[config.mk]
export PLATFORM = sky130hd
export DESIGN_NAME = brr_resolve_top
export DESIGN_NICKNAME = d
export VERILOG_FILES = /design/src/rtl/brr_pkg.sv /design/src/rtl/brr_decode.sv /design/src/rtl/brr_cond_eval.sv /design/src/rtl/brr_target.sv /design/src/rtl/brr_resolve_top.sv
export SDC_FILE = /design/constraint.sdc
export NUM_CORES = 1
export LEC_CHECK = 0
export CORE_MARGIN = 3
export CORE_UTILIZATION = 44
export CTS_CLUSTER_SIZE = 16
export DETAILED_ROUTE_END_ITERATION = 12
export GPL_ROUTABILITY_DRIVEN = 1
export PLACE_DENSITY = 0.8
export REMOVE_ABC_BUFFERS = 1
export SYNTH_ARGS = -nofsm -noshare
export SYNTH_HDL_FRONTEND = slang
export SYNTH_SLANG_ARGS = --single-unit
[constraint.sdc]
create_clock -name clk -period 5.8 [get_ports clk]
set_clock_uncertainty 0.1 [all_clocks]
set_input_delay 1.16 -clock clk [delete_from_list [all_inputs] [get_ports clk]]
set_output_delay 1.16 -clock clk [all_outputs]
set_load 0.01 [all_outputs]
[src/rtl/brr_pkg.sv]
// Package: shared types and opcode constants for the branch resolution unit.
// Assumes: byte-wide opcodes; condition codes are internal only.
package brr_pkg;

    typedef enum logic [3:0] {
        COND_LT, COND_GT, COND_GE, COND_LE,
        COND_CS, COND_HI, COND_CC, COND_LS,
        COND_EQ, COND_NE, COND_AL,
        COND_VC, COND_VS, COND_NC, COND_NS
    } brr_cond_e;

    localparam logic [7:0] OP_EXT_PREFIX = 8'hF8;
    localparam logic [7:0] OP_SHORT_LO   = 8'hC0;
    localparam logic [7:0] OP_SHORT_HI   = 8'hCA;
    localparam logic [7:0] OP_EXT_LO     = 8'hE8;
    localparam logic [7:0] OP_EXT_HI     = 8'hEB;

endpackage

[src/rtl/brr_decode.sv]
// Module: brr_decode
// Maps the instruction bytes to a condition, a form (short or extended),
// a displacement byte and a supported flag.
// Assumes: loop-class and all other opcodes simply fall to "not supported".
module brr_decode
    import brr_pkg::*;
#(
    parameter int DISP_W = 8
) (
    input  logic [7:0]        op0,
    input  logic [7:0]        op1,
    input  logic [7:0]        op2,
    output brr_cond_e         cond,
    output logic              is_ext,
    output logic              supported,
    output logic [DISP_W-1:0] disp
);

    // Opcode selection: short forms by first byte, extended forms by second byte.
    always_comb begin
        cond      = COND_AL;
        is_ext    = 1'b0;
        supported = 1'b0;
        disp      = op1[DISP_W-1:0];
        if (op0 >= OP_SHORT_LO && op0 <= OP_SHORT_HI) begin
            supported = 1'b1;
            case (op0[3:0])
                4'h0:    cond = COND_LT;
                4'h1:    cond = COND_GT;
                4'h2:    cond = COND_GE;
                4'h3:    cond = COND_LE;
                4'h4:    cond = COND_CS;
                4'h5:    cond = COND_HI;
                4'h6:    cond = COND_CC;
                4'h7:    cond = COND_LS;
                4'h8:    cond = COND_EQ;
                4'h9:    cond = COND_NE;
                default: cond = COND_AL;
            endcase
        end else if (op0 == OP_EXT_PREFIX && op1 >= OP_EXT_LO && op1 <= OP_EXT_HI) begin
            supported = 1'b1;
            is_ext    = 1'b1;
            disp      = op2[DISP_W-1:0];
            case (op1[1:0])
                2'd0:    cond = COND_VC;
                2'd1:    cond = COND_VS;
                2'd2:    cond = COND_NC;
                default: cond = COND_NS;
            endcase
        end
    end

endmodule

[src/rtl/brr_cond_eval.sv]
// Module: brr_cond_eval
// Evaluates a decoded condition against the four status flags.
// Assumes: flags are stable for the cycle in which they are sampled.
module brr_cond_eval
    import brr_pkg::*;
(
    input  brr_cond_e cond,
    input  logic      fz,
    input  logic      fn,
    input  logic      fc,
    input  logic      fv,
    output logic      taken
);

    logic lt_sig;
    logic le_sig;
    logic ls_sig;

    // Shared signed/unsigned terms.
    always_comb begin
        lt_sig = fn ^ fv;
        le_sig = fz | lt_sig;
        ls_sig = fc | fz;
    end

    // Condition multiplexer.
    always_comb begin
        case (cond)
            COND_LT: taken = lt_sig;
            COND_GE: taken = ~lt_sig;
            COND_LE: taken = le_sig;
            COND_GT: taken = ~le_sig;
            COND_CS: taken = fc;
            COND_CC: taken = ~fc;
            COND_LS: taken = ls_sig;
            COND_HI: taken = ~ls_sig;
            COND_EQ: taken = fz;
            COND_NE: taken = ~fz;
            COND_VC: taken = ~fv;
            COND_VS: taken = fv;
            COND_NC: taken = ~fn;
            COND_NS: taken = fn;
            default: taken = 1'b1;
        endcase
    end

endmodule

[src/rtl/brr_target.sv]
// Module: brr_target
// Forms the fall-through and taken addresses and selects the next PC.
// Assumes: the displacement is relative to the branch's own address;
// arithmetic wraps at the PC width.
module brr_target #(
    parameter int PC_W      = 32,
    parameter int DISP_W    = 8,
    parameter int SHORT_LEN = 2,
    parameter int EXT_LEN   = 3
) (
    input  logic [PC_W-1:0]   pc,
    input  logic [DISP_W-1:0] disp,
    input  logic              is_ext,
    input  logic              supported,
    input  logic              taken,
    output logic [PC_W-1:0]   next_pc
);

    localparam logic [PC_W-1:0] SHORT_STEP = PC_W'(SHORT_LEN);
    localparam logic [PC_W-1:0] EXT_STEP   = PC_W'(EXT_LEN);

    logic [PC_W-1:0] disp_ext;
    logic [PC_W-1:0] fall_pc;
    logic [PC_W-1:0] jump_pc;

    // Two adders in parallel, then a three-way select.
    always_comb begin
        disp_ext = {{(PC_W-DISP_W){disp[DISP_W-1]}}, disp};
        fall_pc  = pc + (is_ext ? EXT_STEP : SHORT_STEP);
        jump_pc  = pc + disp_ext;
        if (!supported)  next_pc = pc;
        else if (taken)  next_pc = jump_pc;
        else             next_pc = fall_pc;
    end

endmodule

[src/rtl/brr_resolve_top.sv]
// Module: brr_resolve_top
// Resolves one branch request per cycle. The result is registered and
// valid one edge after the request.
// Assumes: the caller holds no state of its own; the outputs hold between
// requests.
module brr_resolve_top
    import brr_pkg::*;
#(
    parameter int PC_W   = 32,
    parameter int DISP_W = 8
) (
    input  logic            clk,
    input  logic            rst_n,
    input  logic            req_valid,
    input  logic [PC_W-1:0] req_pc,
    input  logic [7:0]      req_byte0,
    input  logic [7:0]      req_byte1,
    input  logic [7:0]      req_byte2,
    input  logic            flag_z,
    input  logic            flag_n,
    input  logic            flag_c,
    input  logic            flag_v,
    output logic            res_valid,
    output logic            res_taken,
    output logic            res_unsup,
    output logic [PC_W-1:0] res_next_pc
);

    brr_cond_e         dec_cond;
    logic              dec_ext;
    logic              dec_ok;
    logic [DISP_W-1:0] dec_disp;
    logic              cond_true;
    logic [PC_W-1:0]   sel_pc;

    brr_decode #(.DISP_W(DISP_W)) u_dec (
        .op0(req_byte0), .op1(req_byte1), .op2(req_byte2),
        .cond(dec_cond), .is_ext(dec_ext), .supported(dec_ok), .disp(dec_disp)
    );

    brr_cond_eval u_eval (
        .cond(dec_cond), .fz(flag_z), .fn(flag_n), .fc(flag_c), .fv(flag_v),
        .taken(cond_true)
    );

    brr_target #(.PC_W(PC_W), .DISP_W(DISP_W)) u_tgt (
        .pc(req_pc), .disp(dec_disp), .is_ext(dec_ext), .supported(dec_ok),
        .taken(cond_true), .next_pc(sel_pc)
    );

    // Result register: capture on request, hold otherwise.
    always_ff @(posedge clk) begin
        if (!rst_n) begin
            res_valid   <= 1'b0;
            res_taken   <= 1'b0;
            res_unsup   <= 1'b0;
            res_next_pc <= '0;
        end else begin
            res_valid <= req_valid;
            if (req_valid) begin
                res_taken   <= dec_ok & cond_true;
                res_unsup   <= ~dec_ok;
                res_next_pc <= sel_pc;
            end
        end
    end

    assert_valid_follows_R2: assert property (@(posedge clk) disable iff (!rst_n)
        req_valid |=> res_valid);

    assert_idle_clears_R2: assert property (@(posedge clk) disable iff (!rst_n)
        !req_valid |=> (!res_valid && $stable(res_next_pc)));

    assert_always_taken_R5: assert property (@(posedge clk) disable iff (!rst_n)
        (req_valid && req_byte0 == 8'hCA) |=> (res_taken && !res_unsup));

    assert_loop_class_R9: assert property (@(posedge clk) disable iff (!rst_n)
        (req_valid && req_byte0 >= 8'hD0 && req_byte0 <= 8'hDB)
        |=> (res_unsup && res_next_pc == $past(req_pc)));

    assert_unsup_never_taken_R10: assert property (@(posedge clk) disable iff (!rst_n)
        (res_valid && res_unsup) |-> !res_taken);

endmodule

# Word-level counts from Yosys, hierarchy flattened
# Memory sizes are Yosys's and may differ from the RTL's.
# Cells that the tools add are included.
[totals]
memories = 1
out_inout_bits = 35
inputBits = 63
register_bits = 35
elab_cells = 56
mem_bits_ro = 64
[op_classes]
n_lt_le_gt_ge = 4
n_mux = 12
n_addsub = 2
n_reduce_logical = 5
eq_ne = 16
bitwise_logic = 12
[memory_table]
columns = ["name", "words", "width", "read_ports", "rd_ports_with_merged_regs", "write_ports", "line", "text"]
rows = [
  ["(no name shown)", 16, 4, 1, 0, 0, "brr_decode.sv:27", "case (op0[3:0])"],
]
[op_table]
columns = ["operator", "count"]
rows = [
  ["adder 32 bit", 2],
  ["two-way mux 32 bit", 2],
  ["equality test 4 bit, second input constant", 6],
  ["equality test 4 x 3 -> 1 bit, second input constant", 4],
  [">= comparator 8 bit, second input constant", 2],
  ["<= comparator 8 bit, second input constant", 2],
  ["two-way mux 8 bit", 2],
  ["case mux 1 bit (14 select lines)", 1],
  ["case mux 3 bit (3 select lines)", 1],
  ["equality test 4 x 2 -> 1 bit, second input constant", 2],
  ["equality test 8 bit, second input constant", 1],
  ["two-way mux 4 bit", 2],
  ["inverter 1 bit", 8],
  ["equality test 4 x 1 -> 1 bit, second input constant", 1],
  ["logical NOT 4 bit", 1],
  ["two-way mux 1 bit", 4],
  ["logical AND 1 bit", 3],
  ["equality test 2 x 1 -> 1 bit, second input constant", 1],
  ["equality test 2 bit, second input constant", 1],
  ["logical NOT 2 bit", 1],
  ["bitwise OR 1 bit", 2],
  ["bitwise AND 1 bit", 1],
  ["bitwise XOR 1 bit", 1],
]

# Depth between registers and ports, before layout
# Gate-level depths: netlist of run 1.
[logic_depth]
ltp_word = 9
depth_mapped = 23
depth_no_buf = 22

# Cells and area by module
# From an unflattened synthesis of run 1, not the netlist that was laid out.
[unflattened]
cells_unflattened = 482
hier_area_um2 = 3848.7
[by_module_without_submodules]
columns = ["mod", "cells_each", "n_inst", "area_each_um2", "seq_area_each_um2"]
rows = [
  ["brr_target", 309, 1, 2018.2, 0.0],
  ["brr_resolve_top", 112, 1, 1337.5, 700.7],
  ["brr_decode", 31, 1, 277.8, 0.0],
  ["brr_cond_eval", 30, 1, 215.2, 0.0],
]

# Worst setup path before layout of run 1
# OpenSTA, ideal clock, no wires.
[synth_path]
kind = "input to register"
from = "input req_byte1[0]"
to = "register res_next_pc[22]"
required_time_ns = 5.568
t_arrival_ns = 5.812
stages = 23
path_buffers = 1
slack_ns = -0.244
setup_ns = 0.132
path_cell_list = "inv_1 ha_1 nand3b_1 or4_4 a211oi_2 mux2i_1 mux2i_2 and3_1 clkbuf_1 o21ai_0 o31a_1 ha_1 fa_1 a21o_1 a21o_1 nand2_1 a21o_1 nand2_1 or4_1 or3b_1 a21oi_1 xnor2_1 a21oi_1"
[synth_via]
elab_chain_cells = 9
elab_cells_between_ends = 35
cone_classes = "add/sub: 2; order compare: 2; eq/ne: 15; mux: 12; reduce/logical: 4"
[synth_lines]
columns = ["item", "line", "text"]
rows = [
  ["start: declaration", "brr_resolve_top.sv:17", "input logic [7:0] req_byte1,"],
  [">= comparator 8 bit", "brr_decode.sv:40", "end else if (op0 == OP_EXT_PREFIX && op1 >= OP_EXT_LO && op1 <= OP_EXT_HI) begin"],
  ["logical AND 1 bit (2 in series)", "brr_decode.sv:40", ""],
  ["two-way mux 1 bit or two-way mux 4 bit (tied branches)", "brr_decode.sv:40", ""],
  ["two-way mux 1 bit or two-way mux 4 bit (tied branches)", "brr_decode.sv:25", "if (op0 >= OP_SHORT_LO && op0 <= OP_SHORT_HI) begin"],
  ["two-way mux 1 bit, or another cell as far along", "brr_target.sv:29", "fall_pc = pc + (is_ext ? EXT_STEP : SHORT_STEP);"],
  ["adder 32 bit or case mux 1 bit (14 select lines) (tied branches)", "brr_target.sv:29, brr_cond_eval.sv:28", ""],
  ["two-way mux 32 bit", "brr_target.sv:32", "else if (taken) next_pc = jump_pc;"],
  ["two-way mux 32 bit *", "brr_target.sv:31", "if (!supported) next_pc = pc;"],
  ["end signal: assignment", "brr_resolve_top.sv:63", "res_next_pc <= sel_pc;"],
  ["end: declaration", "brr_resolve_top.sv:26", "output logic [PC_W-1:0] res_next_pc"],
]
# Every way passes the cells marked *; elsewhere a longest branch is shown, timed or not.
# A chain may end at the register's enable or synchronous reset.

# Worst setup path in the final report of run 1
[layout_path]
from = "input req_byte0[6]"
to = "register res_next_pc[22]"
[layout_via]
elab_chain_cells = 9
elab_cells_between_ends = 33
cone_classes = "add/sub: 2; order compare: 2; eq/ne: 14; mux: 11; reduce/logical: 4"
[layout_lines]
columns = ["item", "line", "text"]
rows = [
  ["start: declaration", "brr_resolve_top.sv:16", "input logic [7:0] req_byte0,"],
  ["parallel branches: the longest is 8 deep, another holds adder 32 bit", "n/a", ""],
  ["two-way mux 32 bit *", "brr_target.sv:31", ""],
]
# Mark *: on every way between the ends.

==> results of run 1 <==
flip-flops by register name (all words and copies together), names as in the netlist:
register     flops
res_unsup        1
res_taken        1
res_next_pc     32
res_valid        1
cells by family after synthesis:
kind of cell	Yosys count	synth area share, %
compound gates	126	24.1
xor+xnor	21	5.39
simple gates	205	35.3
flops	35	20.5
mux	17	5.20
fa+ha+maj	11	4.25
buf+inv	42	5.24
metal layers:
metal	global-route usage [%]	wire, um
met1	30.5	4770
met2	47.2	5990
met3	2.64	530
met4	7.34	191
met5	0	0
critical path, cell delays in order:
cell and delay, ns:
dlygate4sd2_1 0.30, nand3b_1 0.10, or4_4 0.55, a211oi_4 0.30
mux2i_4 0.30, mux2i_2 0.25, and3_4 0.23, o21ai_2 0.05
o31a_1 0.10, ha_2 0.19, fa_2 0.35, a21o_1 0.16
a21o_1 0.20, nand2_1 0.09, a21o_1 0.19, nand2_1 0.09
or4_4 0.48, or3b_1 0.38, a21oi_2 0.14, xnor2_1 0.13
a21oi_1 0.08
stage by stage:
stage	area, sq um	hold WS, ns	cells
6_report	5040	0.384	685
5_1_grt	5040	0.414	685
4_1_cts	4910	0.388	681
3_5_place_dp	4760	0.378	670
3_3_place_gp	4760	0.375	670
2_1_floorplan	3260	0.403	421
synth_stat cells, types with 5 or more instances:
cell type	number
nor2_1	44
or3_1	16
buf_2	5
nand3_1	22
ha_1	10
and3_1	8
mux2i_1	13
nand2_1	32
nor4_1	10
a31oi_1	6
inv_1	6
dfxtp_1	35
a21o_1	5
xnor2_1	17
or4_1	10
nand4_1	5
a211oi_1	11
o21ai_0	30
clkbuf_1	26
a311oi_1	6
a21oi_1	33
nand3b_1	8
nor3_1	14
area by class of cell:
class | instances | area [sq um]
Clock inverter | 1 | 5.00
Multi-Input combinational cell | 380 | 2680
Tap cell | 99 | 124
Timing Repair Buffer | 158 | 1430
Sequential cell | 35 | 701
Inverter | 6 | 25.0
Fill cell | 599 | 2330
Clock buffer | 6 | 82.6
worst paths after layout:
kind	slack, ns	cells after the start	endpoint	startpoint
max	0.04	21	res_next_pc[22]	req_byte0[6]
min	0.38	2	res_next_pc[10]	res_next_pc[10]
max reg2reg	4.78	2	res_next_pc[0]	res_next_pc[0]
min reg2reg	0.38	2	res_next_pc[10]	res_next_pc[10]
power by group through the flow:
stage	Clock, uW	Sequential [uW]	Combinational (uW)
floorplan	0	278	99.4
global placement	0	270	255
detailed placement	0	271	262
CTS	189	265	264
global route	201	267	305
finish	186	265	282
repair_timing:
action	in CTS	in global routing
endpoints found under the setup margin	14	15
cloned	0	0
pin swaps	17	20
resized for setup	47	23
buffers inserted	4	4
==> metrics.yaml, run 1 <==
cp_max_fo: 5
area_growth_pct: 47.7
synth_area_sq_um: 3410
die_h_um: 94.1
io_buffers: 97
yosys.area.top_type: "dfxtp_1"
synth.area.top_cells: "dfxtp_1 (21%), a21oi_1 (4.8%), nor2_1 (4.8%)"
post-place-ws_ns: -0.693
h-tree-depth: 2
rsz0062_at_grt: "true"
hp-class: "flip-flop to flip-flop"
slew_violations: 0
switchingPower_uw: 237
grt-ovfl-total: 0
fin_util_pct: 68.4
worstPathArrival_ns: 5.82
p_int_uw: 496
ios: 98
via_per_inst: 6.00
numCtsBuffers: 5
cts_sinks: 35
p_seq_share_pct: 36.2
cp.required_ns: 5.86
hold_buffers: 0
diodes: 0
irDropWorstVdd_mv: 0.0749
ys.flop_type: "dfxtp_1"
maxCapViolations: 0
drt_iter0_markers: 217
synth-seq-cells: 35
num_vias: 4111
ys_async_sr_fraction_pct: 0
crit_type: "input port to flip-flop"
dieArea_sq_um: 8850
layout_setup_ws_ns: 0.0393
ant_nets: 0
cts_tree: "yes"
drcViolationCount: 0
row_count: 31
final_layout_size_suffix_gt1_share_pct: 18.9
clkTransAtPathRegs_ns: 0.07
first_global_vias: 3983
start_util_pct: 46.3
cp-end-kind: "flip-flop"
antenna_found_initial: 0
fin_crit_sh_pct: 99.3
place_congestion: 0.873
clkPwrFrac_pct: 25.4
ys_seq_area_share_pct: 20.5
final_common_cell: "clkdlybuf4s50_1"
critPathLaunchType: "input port"
synth_edf_count: 0
switching_share_pct: 32.4
tns_ns: 0
syn_inst: 457
comb_power_share_pct: 38.4
hold_violations: 0
root_buffer: "clkbuf_8"
ys_warn_count: 0
drt-total-wl_mm: 11.5
power_uw: 733
status: "finished, final reports clean"
syn_area_per_cell_sq_um: 7.47
slew-limit-headroom_pct: 44.0
drt_first_pass_iters: 5
final_cell_mix: "clkdlybuf4s50_1 (80), buf_4 (60), nor2_1 (43)"
core_area_sq_um: 7370
clock_latency_ns: 0.29
clockBufferDepth: 2
die_width_um: 94.1
grt_use_total_pct: 25.4
setup_viol: 0
grt_pass1_wl_mm: 18.4
synth_cell_types: 69
max_freq_ghz: 0.174
wl_per_cell_um: 16.8
netlist.area_leader.share_pct: 20.5
p_leak_uw: 0.00182
grt_max_degree: 70
worst_slew_pin_slew_ns: 0.838
hpwl_mm: 8.39
powerDensity_nw_per_um2: 145
layout_min_cycle_time_ns: 5.76
final_nets: 660
Note: power is estimated with default switching activity, not from simulation.
==> run 2, diff against run 1 <==
SLEW_MARGIN = 20   (was not set)
==> results of run 2 <==
The final DEF is identical to that of run 1; final timing and power are the same.
==> run 3, diff against run 2 <==
CORE_UTILIZATION = 49   (was 44)
PLACE_DENSITY = 0.84   (was 0.8)
clock period = 6.15 ns   (was 5.8 ns; I/O delays follow)
==> run 3 against run 2 <==
Critical endpoint unchanged. Cell area down 4.2%. Sequential power fell by 6%. Sequential share of layout area up 0.61 points. Register-to-register slack gained 0.33 ns. First-iteration DRC count up 59%. Largest cell class unchanged.
==> metrics.yaml, run 3 (synthesis gave the netlist of run 1 again) <==
max_freq_ghz: 0.167
met1_length_mm: 4.47  # was 4.77 mm
switching_share_pct: 31.5  # was 32.4%
top_layer: "met4"  # unchanged
drcViolationCount: 0  # unchanged
comb_power_share_pct: 36.9  # was 38.4%
grt-ovfl-total: 0  # unchanged
core_area_sq_um: 6530  # was 7370 sq um
ios: 98  # unchanged
irDropWorstVdd_mv: 0.0731  # was 0.0749 mV
worst_slew_pin_slew_ns: 0.908  # was 0.838 ns
p_int_uw: 457  # was 496 uW
final_nets: 645  # was 660
p_leak_uw: 0.00183  # was 0.00182 uW
root_buffer: "clkbuf_8"  # unchanged
final_common_cell: "clkdlybuf4s50_1"  # unchanged
clkTransAtPathRegs_ns: 0.07  # about the same
status: "finished, final reports clean"  # unchanged
route.met3.wl_um: 630  # was 530 um
clockBufferDepth: 2  # unchanged
p_seq_share_pct: 37.5  # was 36.2%
final_cell_area_sq_um: 4830  # was 5040 sq um
drt-total-wl_mm: 10.7  # was 11.5 mm
grt_max_degree: 70  # unchanged
cp.required_ns: 6.21  # was 5.86 ns
ant_nets: 0  # unchanged
io_buffers: 97  # unchanged
wl_met2_mm: 5.47  # was 5.99 mm
largest_register: "res_next_pc"  # unchanged
drt_first_pass_iters: 5  # unchanged
drt_iter0_markers: 344  # was 217
hold_violations: 0  # unchanged
hp-class: "flip-flop to flip-flop"  # unchanged
grt_pass1_wl_mm: 17.4  # was 18.4 mm
fin_crit_sh_pct: 97.4
area_growth_pct: 41.5  # was 47.7%
crit_type: "input port to flip-flop"  # unchanged
cp_max_fo: 4  # was 5
numCtsBuffers: 5  # unchanged
first_global_vias: 3806  # was 3983
slew_violations: 0  # unchanged
die_width_um: 89.5  # was 94.1 um
cts_sinks: 35  # unchanged
setup_viol: 0  # unchanged
layout_min_cycle_time_ns: 5.99
final_cell_mix: "clkdlybuf4s50_1 (80), buf_4 (45), nor2_1 (44)"  # was clkdlybuf4s50_1 (80), buf_4 (60), nor2_1 (43)
row_count: 29  # was 31
cp-end-kind: "flip-flop"  # unchanged
dieArea_sq_um: 8000  # was 8850 sq um
maxCapViolations: 0  # unchanged
grt_use_total_pct: 26.9  # was 25.4%
h-tree-depth: 2  # unchanged
wl_per_cell_um: 16.5  # was 16.8 um
hpwl_mm: 8.17  # was 8.39 mm
powerDensity_nw_per_um2: 138  # was 145 nW/um^2
cts_tree: "yes"  # unchanged
largest_register_ffs: 32  # unchanged
place_area_sq_um: 4660  # was 4760 sq um
num_vias: 4015  # was 4111
via_per_inst: 6.20  # was 6.00
clock_latency_ns: 0.29  # about the same
critPathLaunchType: "input port"  # unchanged
slew-limit-headroom_pct: 39.3  # was 44.0%
clkPwrFrac_pct: 25.6  # was 25.4%
place_congestion: 0.907  # was 0.873
die_h_um: 89.5  # was 94.1 um
power_uw: 667  # was 733 uW
start_util_pct: 52.3  # was 46.3%
worstPathArrival_ns: 6.05  # was 5.82 ns
switchingPower_uw: 210  # was 237 uW
final_layout_size_suffix_gt1_share_pct: 13.7  # was 18.9%
antenna_found_initial: 0  # unchanged
hold_buffers: 0  # unchanged
diodes: 0  # unchanged
[run 3: cell type report]
type                            instances  area, sq um
Sequential cell                        35          701
Inverter                                6         22.5
Multi-Input combinational cell        380         2570
Clock inverter                          1         5.00
Tap cell                               77         96.3
Fill cell                             530         1700
Clock buffer                            6         82.6
Timing Repair Buffer                  143         1360
[run 3: repair_timing]
action                                 4_1_cts  5_1_grt
endpoints found under the hold margin        0        0
setup endpoints to repair                    4       15
pin swaps                                    1       15
resized for setup                            5       24
cloned                                       0        0
setup buffers                                1        1
[run 3: worst paths after layout]
check	from	end	slack, ns	cells past startpoint
worst max-delay path	req_byte1[1]	res_next_pc[22]	0.16	23
worst min-delay path	res_next_pc[8]	res_next_pc[8]	0.38	2
worst max register to register	res_next_pc[24]	res_next_pc[24]	5.11	3
worst min register to register	res_next_pc[8]	res_next_pc[8]	0.38	2
[run 3: per-stage QoR]
step           setup WS (ns)  utilization (%)  instances  setup TNS, ns  hold WS (ns)
2_1_floorplan          0.142                -        421              0         0.403
3_3_place_gp          -0.241             71.4        639         -0.724         0.374
3_5_place_dp          -0.401             71.4        639          -2.21         0.376
4_1_cts              -0.0410             73.1        647        -0.0410         0.386
5_1_grt              -0.0502             73.9        648        -0.0633         0.407
6_report               0.160             73.9        648              0         0.383
[run 3: worst max-delay path: stages]
cell and delay, ns:
clkbuf_2 0.10, inv_2 0.04, ha_2 0.17, nand3b_1 0.16
or4_4 0.50, a211oi_2 0.25, mux2i_1 0.27, mux2i_2 0.26
and3_4 0.22, o21ai_0 0.07, o31a_1 0.12, ha_2 0.19
fa_2 0.38, a21o_1 0.19, a21o_1 0.18, nand2_2 0.09
a21o_1 0.21, nand2_2 0.09, or4_4 0.54, or3b_1 0.40
a21oi_2 0.16, xnor2_1 0.13, a21oi_1 0.08
[run 3: per-layer routing]
metal / up-vias / global-route usage [%]
li1: 1960 / -
met5: - / 0
met3: 15 / 2.95
met4: 0 / 7.44
met1: 1864 / 33.7
met2: 176 / 48.6
[run 3: power by group through the flow]
stage	logic (uW)	clock network (uW)	registers (uW)
global route	265	185	251
finish	246	171	250
detailed placement	240	0	255
CTS	244	177	250
floorplan	93.7	0	262
global placement	235	0	255
